File: src/rtl/fine_tracker.sv
module fine_tracker #(
  parameter int W     = 8,
  parameter int INIT  = 128,
  parameter int STEP0 = 16
) (
  input  logic         clk,
  input  logic         rst_n,
  input  logic         sample,
  input  logic         lead,
  input  logic [W-1:0] min_step,
  output logic [W-1:0] period,
  output logic         maintain
);

  localparam logic [W:0]   TOP  = {1'b0, {W{1'b1}}};
  localparam logic [W-1:0] P0   = W'(INIT);
  localparam logic [W-1:0] S0   = W'(STEP0);
  localparam logic [W-1:0] ONE  = W'(1);

  function automatic logic [W-1:0] move(input logic [W-1:0] base,
                                        input logic [W-1:0] amt,
                                        input logic up);
    logic [W:0] s;
    s = {1'b0, base} + {1'b0, amt};
    if (up)              move = (s > TOP) ? TOP[W-1:0] : s[W-1:0];
    else if (amt > base) move = '0;
    else                 move = base - amt;
  endfunction

  logic [W-1:0] step, range, half_r, half_s, step_h;
  logic [W:0]   acc;
  logic         last_lead, seen, wait_fin;

  logic [W-1:0] period_n, step_n, range_n;
  logic         last_n, seen_n, wait_n, maint_n;

  assign half_r = range >> 1;
  assign half_s = step >> 1;
  assign step_h = (half_s < min_step) ? min_step : half_s;
  assign acc    = {1'b0, range} + {1'b0, step};

  always_comb begin
    period_n = period;
    step_n   = step;
    range_n  = range;
    last_n   = last_lead;
    seen_n   = seen;
    wait_n   = wait_fin;
    maint_n  = maintain;
    if (sample) begin
      if (maintain) begin
        period_n = move(period, ONE, lead);
      end else if (!seen) begin
        period_n = move(period, step, lead);
        range_n  = step;
        seen_n   = 1'b1;
        last_n   = lead;
      end else if (lead == last_lead) begin
        if (!wait_fin) begin
          wait_n = 1'b1;
        end else begin
          period_n = move(period, step, lead);
          range_n  = (acc > TOP) ? TOP[W-1:0] : acc[W-1:0];
        end
      end else begin
        period_n = move(period, half_r, lead);
        range_n  = half_r;
        step_n   = step_h;
        wait_n   = 1'b0;
        last_n   = lead;
        maint_n  = (half_r <= min_step);
      end
    end
  end

  always_ff @(posedge clk or negedge rst_n) begin
    if (!rst_n) begin
      period    <= P0;
      step      <= S0;
      range     <= '0;
      last_lead <= 1'b0;
      seen      <= 1'b0;
      wait_fin  <= 1'b0;
      maintain  <= 1'b0;
    end else begin
      period    <= period_n;
      step      <= step_n;
      range     <= range_n;
      last_lead <= last_n;
      seen      <= seen_n;
      wait_fin  <= wait_n;
      maintain  <= maint_n;
    end
  end

  AST_IDLE_HOLD: assert property (@(posedge clk) disable iff (!rst_n)
    !sample |=> $stable(period) && $stable(maintain));

  AST_MAINT_STICKY: assert property (@(posedge clk) disable iff (!rst_n)
    maintain |=> maintain);

  AST_MAINT_LSB: assert property (@(posedge clk) disable iff (!rst_n)
    maintain && sample |=> (period == $past(period) + ONE) ||
                           (period == $past(period) - ONE) ||
                           $stable(period));

  AST_FIRST_DIR: assert property (@(posedge clk) disable iff (!rst_n)
    sample && !seen && lead |=> period >= $past(period));

  AST_WAIT_SLOT: assert property (@(posedge clk) disable iff (!rst_n)
    sample && !maintain && seen && (lead == last_lead) && !wait_fin
      |=> $stable(period) && wait_fin);

  AST_REARM: assert property (@(posedge clk) disable iff (!rst_n)
    sample && !maintain && seen && (lead != last_lead) |=> !wait_fin);

endmodule

File: config.mk
export PLATFORM = sky130hd
export DESIGN_NAME = fine_tracker
export DESIGN_NICKNAME = d
export VERILOG_FILES = /design/src/rtl/fine_tracker.sv
export SDC_FILE = /design/constraint.sdc
export NUM_CORES = 1
export LEC_CHECK = 0
export BUFFER_PORTS_ARGS = -buffer_cell sky130_fd_sc_hd__buf_2
export CAP_MARGIN = 20
export CORE_MARGIN = 5
export CORE_UTILIZATION = 23
export DETAILED_ROUTE_END_ITERATION = 16
export GPL_ROUTABILITY_DRIVEN = 1
export PLACE_DENSITY = 0.45
export SYNTH_ARGS = -nofsm -noshare
export SYNTH_HDL_FRONTEND = slang
export SYNTH_SLANG_ARGS = --single-unit
File: constraint.sdc
create_clock -name clk -period 2.4 [get_ports clk]
set_clock_uncertainty 0.05 [all_clocks]
set_input_delay 0.48 -clock clk [delete_from_list [all_inputs] [get_ports clk]]
set_output_delay 0.48 -clock clk [all_outputs]
set_load 0.05 [all_outputs]
==> summary.txt, run 1 <==
Layout
  – Filler cell count: roughly 1900
  – Syn-to-layout area delta: 37.0%
  – Layout cells sized above 1: 0.323
  – Final Util: 0.321
  – Reg area: 716 um2
  – Nets@finish: 708
  – Area of the multi-input gates: 0.00354 mm2
  – Ant diodes: 0

Die
  – Row Count: 49
  – # IOs: 21
  – Core area: 0.0180 mm2
  – Initial core utilization: 0.234
  – Die X-Extent: 145 um
  – Die Y: 145 um
  – Die Footprint: about 0.021 mm2

Detailed routing
  – Drt pass-1 iters: 7
  – Final wirelength: 15100 um
  – Antenna Nets Post-Route: 0
  – DR vias: 4455
  – DRC viols: 0
  – Routed wire per std cell: 17.5 um
  – Via density: between 5 and 6
  – 1st-iter DRT viols: 181

Placed design
  – Final estimated routing congestion in global placement: 0.888
  – Pre-CTS setup slack: -162 ps
  – Port Buf Inserts: 20
  – DP HPWL: 12100 um

Global routing
  – Global Route Usage Sum: 0.139
  – Pin count of the biggest net entering global routing: 29
  – Antenna violations before repair: 0
  – Vias in the first global route: 4528
  – Congestion Overflow GR: 0
  – First-pass GRT wire length: 24100 um

Critical path
  – Crit-path max FO: 6
  – CP Launch Type: flip-flop
  – Reg2Reg Depth: 8
  – Worst EP required: 2540 ps
  – Crit Path Category: flip-flop to flip-flop
  – FF-to-FF End: period[7]
  – WP data arrival: around 2700 ps
  – R2R Setup Slk: -110 ps
  – Setup crit end kind: flip-flop
  – R2r startpoint: period[3]

CTS
  – Cts bufs inserted: 3
  – Sink Count: 28
  – H-tree depth: 1
  – CTS tree: built
  – Max clock buf depth: 2
  – Root buffer cell: clkbuf_16
  – Clk slew on worst S/H paths: 80 ps
  – Clock latency on the worst-skew pair: 280 ps
  – Post-cts hold buffer count: 0

Timing
  – Final min period: 2510 ps
  – Slew Viols, Final: 0
  – Period Utilization, post-route: 1.05
  – Fin. Hold Viols: 0
  – Unrepaired setup endpoints after global routing: yes
  – Worst setup margin: -110 ps
  – Worst slew margin: 0.532
  – Final setup violation count: 8
  – Worst-Margin Slew: approximately 700 ps
  – Fmax: 398 MHz

Synthesis
  – Yosys top cell area share: 0.158
  – Synth area leader: ha_1
  – Synth Flop Type: dfrtp_1
  – Register area share after synthesis: 0.167
  – Mapped Cells: 528
  – Synthesized Nets: roughly 600
  – Cell Area, Synth: 0.00421 mm2
  – Avg Cell Area, Syn: 7.97 um2
  – Synth cell types: 73
  – Post-synth EDFFs: 0
  – Top cells by area, synth: ha_1 16%, dfrtp_1 15%, o21ai_0 4.9%
  – Ys async rst share: 1.00
  – Yosys reg bits: 28
  – Ys Warns: 0

Power and ir drop
  – Peak VDD IR: between 0.5 and 0.6 mV
  – Net Sw Frac: 0.495
  – Lkg Pwr: 2.49 nW
  – Sw power: 4.58 mW
  – Total power: 9.24 mW
  – Comb pwr share: 0.842
  – Share of power burned in registers: 0.100
  – Cell Int Power: 4.66 mW
  – Pwr Density: about 1600 mW/mm2
  – Clock share of power: 0.057

Status
  – Failing checks: setup timing
  – Outcome: finished with violations

Hold path
  – Min-Delay Path Class: input port to asynchronous set/reset pin

Job
  – Max-cap violations: 0
[flip-flops by register name (all words and copies together) (netlist names)]
signal	cells
last_lead	1
wait_fin	1
seen	1
range	8
step	8
maintain	1
period	8
[worst max-delay path: stages, from the launching register on]
cell	delay, ps
dfrtp_2	520
ha_4	310
buf_6	100
o21ai_1	90
or3_1	380
or4_4	490
a21oi_2	150
a311oi_1	60
o31ai_1	270
[layout by cell type, fill, tap and decap left out, drive strengths merged, types with 4 or more instances in the layout]
cell / Yosys / layout
a21oi: 37 / 37
o211ai: 4 / 4
o21bai: 4 / 4
nand2: 33 / 33
ha: 53 / 53
o31a: 5 / 5
nand2b: 13 / 13
a31oi: 9 / 9
o21a: 11 / 11
inv: 39 / 39
dfrtp: 26 / 26
a221oi: 9 / 9
and3: 4 / 4
o22ai: 4 / 4
nor2b: 11 / 11
o21ai: 44 / 44
buf: 12 / 129
or4: 6 / 6
nor3b: 4 / 4
nor3: 7 / 7
nand4: 6 / 6
or3: 4 / 4
nand3: 14 / 14
xnor2: 14 / 14
nor2: 42 / 42
xor2: 7 / 7
o31ai: 14 / 14
a211oi: 7 / 7
mux2i: 13 / 13
a21o: 6 / 6
fa: 5 / 5
nor4: 4 / 4
[kinds of logic (layout without fill, tap and decap cells)]
| logic type | Yosys count | count (layout) | share of synthesized area |
|---|---|---|---|
| adder cells (fa/ha/maj) | 58 | 58 | 0.181 |
| XOR/XNOR | 21 | 21 | 0.0455 |
| flip-flops | 28 | 28 | 0.167 |
| buffers and inverters | 63 | 172 | 0.0651 |
| AO/OA/AOI/OAI | 180 | 180 | 0.300 |
| AND/OR/NAND/NOR | 162 | 162 | 0.202 |
| multiplexers | 16 | 16 | 0.0390 |
[worst max path at each step]
stage,start,end,slack (ps),cells past startpoint
2_1_floorplan,period[0],period[6],-120,10
3_3_place_gp,period[0],period[5],-170,10
5_1_grt,period[0],period[1],-210,11
3_5_place_dp,period[0],period[5],-160,10
6_report,period[3],period[7],-110,8
4_1_cts,period[0],period[7],-70,10
[synth_stat cells, types with 5 or more instances]
library cell,number
clkbuf_1,11
or4_1,5
a21oi_1,36
nand2_1,32
xnor2_1,14
o21a_1,11
ha_1,53
nand4_1,6
xor2_1,6
buf_2,5
nand3_1,14
nor2_1,42
a31oi_1,9
a221oi_1,9
nor2b_1,11
o31ai_1,12
nor3_1,7
o21ai_0,41
fa_1,5
a21o_1,6
inv_1,39
o31a_1,5
mux2i_1,13
buf_4,6
nand2b_1,13
dfrtp_1,26
[per-layer routing]
| metal | track usage | vias up | wire length [um] |
|---|---|---|---|
| met2 | 0.232 | 123 | 7170 |
| li1 | - | 2181 | - |
| met4 | 0.0326 | 0 | 300 |
| met1 | 0.189 | 2135 | 6990 |
| met5 | 0 | - | 0 |
| met3 | 0.0218 | 16 | 653 |
[cell type report]
| class | count | area share |
|---|---|---|
| repair buffers | 129 | 0.167 |
| multi-input cells | 437 | 0.615 |
| flip-flops and latches | 28 | 0.124 |
| well taps | 229 | 0.0497 |
| clock inverters | 1 | 0.00521 |
| clock buffers | 3 | 0.0130 |
| inverters | 39 | 0.0258 |
[power groups by stage]
stage | registers, mW | clock network [mW] | logic [mW]
global route | 0.962 | 0.565 | 8.53
CTS | 0.929 | 0.540 | 7.40
finish | 0.928 | 0.529 | 7.78
global placement | 0.915 | 0 | 6.66
floorplan | 1.13 | 0 | 4.03
detailed placement | 0.925 | 0 | 6.76
[stage by stage]
| stage | hold slack [ps] | std cells | instance area, um2 | setup TNS [ps] |
|---|---|---|---|---|
| 2_1_floorplan | 134 | 528 | 4250 | -386 |
| 3_3_place_gp | 406 | 848 | 5230 | -701 |
| 3_5_place_dp | 424 | 848 | 5230 | -988 |
| 4_1_cts | 219 | 866 | 5630 | -370 |
| 5_1_grt | 245 | 866 | 5760 | -1420 |
| 6_report | 196 | 866 | 5760 | -562 |
[what timing repair did]
item,CTS,global route
setup endpoints to repair,14,16
gates resized for setup,39,24
pin swaps,21,13
setup buffers,14,1
(Power assumes the default switching activity.)
==> run 2: changes to the inputs <==
Settings changed: BUFFER_PORTS_ARGS -buffer_cell sky130_fd_sc_hd__buf_2 to not set, DONT_BUFFER_PORTS set to 1, PLACE_DENSITY 0.45 to 0.44.
==> summary.txt, run 2 (synthesis gave the netlist of run 1 again) <==
Detailed routing
  – Final wirelength: about 15000 um
  – DRC viols: 0
  – Drt pass-1 iters: 4
  – DR vias: 4312
  – Antenna Nets Post-Route: 0
  – 1st-iter DRT viols: 180
  – Routed wire per std cell: between 15 and 20 um
  – Via density: 5.14

Timing
  – Period Utilization, post-route: 1.05
  – Final setup violation count: 8
  – Fmax: 396 MHz
  – Fin Setup TNS: -623 ps
  – Worst setup margin: -124 ps
  – Slew Viols, Final: 0
  – Fin. Hold Viols: 0
  – Worst slew margin: 0.372
  – Unrepaired setup endpoints after global routing: yes
  – Final min period: approximately 2500 ps
  – Worst-Margin Slew: 942 ps

Layout
  – Most common cell after layout, fill and taps aside: buf_4
  – Final cell count without fillers: 839
  – Area of the multi-input gates: around 0.0035 mm2
  – Most frequent cells in the layout: 94 x buf_4, 47 x ha_1, 40 x nor2_1
  – Reg area: 716 um2
  – Syn-to-layout area delta: 32.5%
  – Biggest registers after layout: period (8), range (8), step (8)
  – Ant diodes: 0
  – Layout cells sized above 1: 0.292
  – Filler cell count: 1927
  – Nets@finish: 681

Global routing
  – Met3 usage: 0.0259
  – Vias in the first global route: 4336
  – Antenna violations before repair: 0
  – Routing usage on met1: 0.190
  – Busiest layer in global routing: met2
  – Congestion Overflow GR: 0
  – Global Route Usage Sum: 0.136
  – First-pass GRT wire length: about 24000 um
  – GR met2 Demand/Resource: 0.222
  – Pin count of the biggest net entering global routing: 38

Critical path
  – R2r startpoint: period[0]
  – R2R Setup Slk: -120 ps
  – Setup crit end kind: flip-flop
  – FF-to-FF End: period[4]
  – Worst Setup SP: period[0]
  – Critical path's slowest cell: dfrtp_4
  – Worst EP required: 2490 ps
  – Crit-path max cell delay: 520 ps
  – CP endpoint: period[4]
  – Crit Path Category: flip-flop to flip-flop
  – Crit-path max FO: 5
  – Reg2Reg Depth: 11
  – CP Launch Type: flip-flop
  – Worst path cell trace: inv_4 > ha_4 > inv_2 > fa_2 > a211oi_4 > buf_4 > nor2_1 > a221oi_2 > a31oi_1 > o221ai_2 > o311ai_1
  – WP data arrival: 2620 ps

CTS
  – Root buffer cell: clkbuf_16
  – Sink Count: 28
  – CTS tree: built
  – Clk slew on worst S/H paths: 80 ps
  – H-tree depth: 1
  – Max clock buf depth: 2
  – Clock latency on the worst-skew pair: 270 ps
  – Cts bufs inserted: 3

Placed design
  – DP HPWL: around 12000 um
  – Port Buf Inserts: 0
  – Pre-CTS setup slack: -191 ps
  – Final estimated routing congestion in global placement: 0.864
  – Placed cells: just over 800

Die
  – Die X-Extent: 145 um
  – Die Y: between 100 and 150 um
  – # IOs: 21
  – Row Count: 49
  – Initial core utilization: 0.234
  – Core area: approximately 0.018 mm2
  – Die Footprint: 0.0211 mm2

Hold path
  – Min-Delay Path Class: input port to flip-flop

Status
  – Outcome: finished with violations
  – Failing checks: setup timing

Power and ir drop
  – Total power: 8.93 mW
  – Peak VDD IR: 0.659 mV
  – Pwr Density: 1600 mW/mm2
  – Lkg Pwr: 2.38 nW

Job
  – Max-cap violations: 0
==> run 2: per-stage QoR <==
stage | instance area (um2) | hold WS, ps | util
finish | 5580 | 291 | 0.310
global route | 5580 | 304 | 0.310
CTS | 5440 | 287 | 0.303
detailed placement | 5080 | 137 | 0.283
global placement | 5080 | 137 | 0.283
floorplan | 4250 | 134 | -
==> run 2: metal layers <==
layer | vias to the layer above | part of all wire
met4 | 0 | 0.014
li1 | 2127 | -
met2 | 99 | 0.47
met1 | 2068 | 0.47
met5 | - | 0
met3 | 18 | 0.050
==> run 2: critical path: cells and delay by family (launching register included) <==
kind                       cells  cell delay (ps)
and+or+nand+nor                1               50
DFF                            1              520
AOI/OAI and AO/OA              5              970
adders and majority gates      2              510
buffers and inverters          3              290
==> run 2: worst min-delay path by stage <==
stage	endpoint	start	slack, ps	cells past startpoint
after floorplan	last_lead	rst_n	130	0
after global placement	period[4]	rst_n	140	0
after detailed placement	period[4]	rst_n	140	0
after CTS	step[7]	min_step[7]	290	2
after global routing	maintain	sample	300	2
final	step[7]	min_step[7]	290	2
==> run 2: report_power, final <==
group | total [mW] | internal (mW) | switching, mW
Clock | 0.520 | 0.333 | 0.186
Sequential | 0.942 | 0.679 | 0.262
Combinational | 7.46 | 3.42 | 4.04
==> run 2: cell type report <==
| class | count | area share |
|---|---|---|
| Multi-Input combinational cell | 437 | 0.631 |
| Timing Repair Buffer | 102 | 0.144 |
| Sequential cell | 28 | 0.128 |
| Tap cell | 229 | 0.0514 |
| Inverter | 39 | 0.0267 |
| Clock buffer | 3 | 0.0135 |
| Clock inverter | 1 | 0.00539 |
==> run 2: repair_timing <==
action                     CTS  global route
setup endpoints to repair   13            13
hold buffers                 2             0
hold endpoints to repair    27             0
pin swaps                   24            19
buffers inserted             9             2
gates cloned                 0             0
resized for setup           36            21
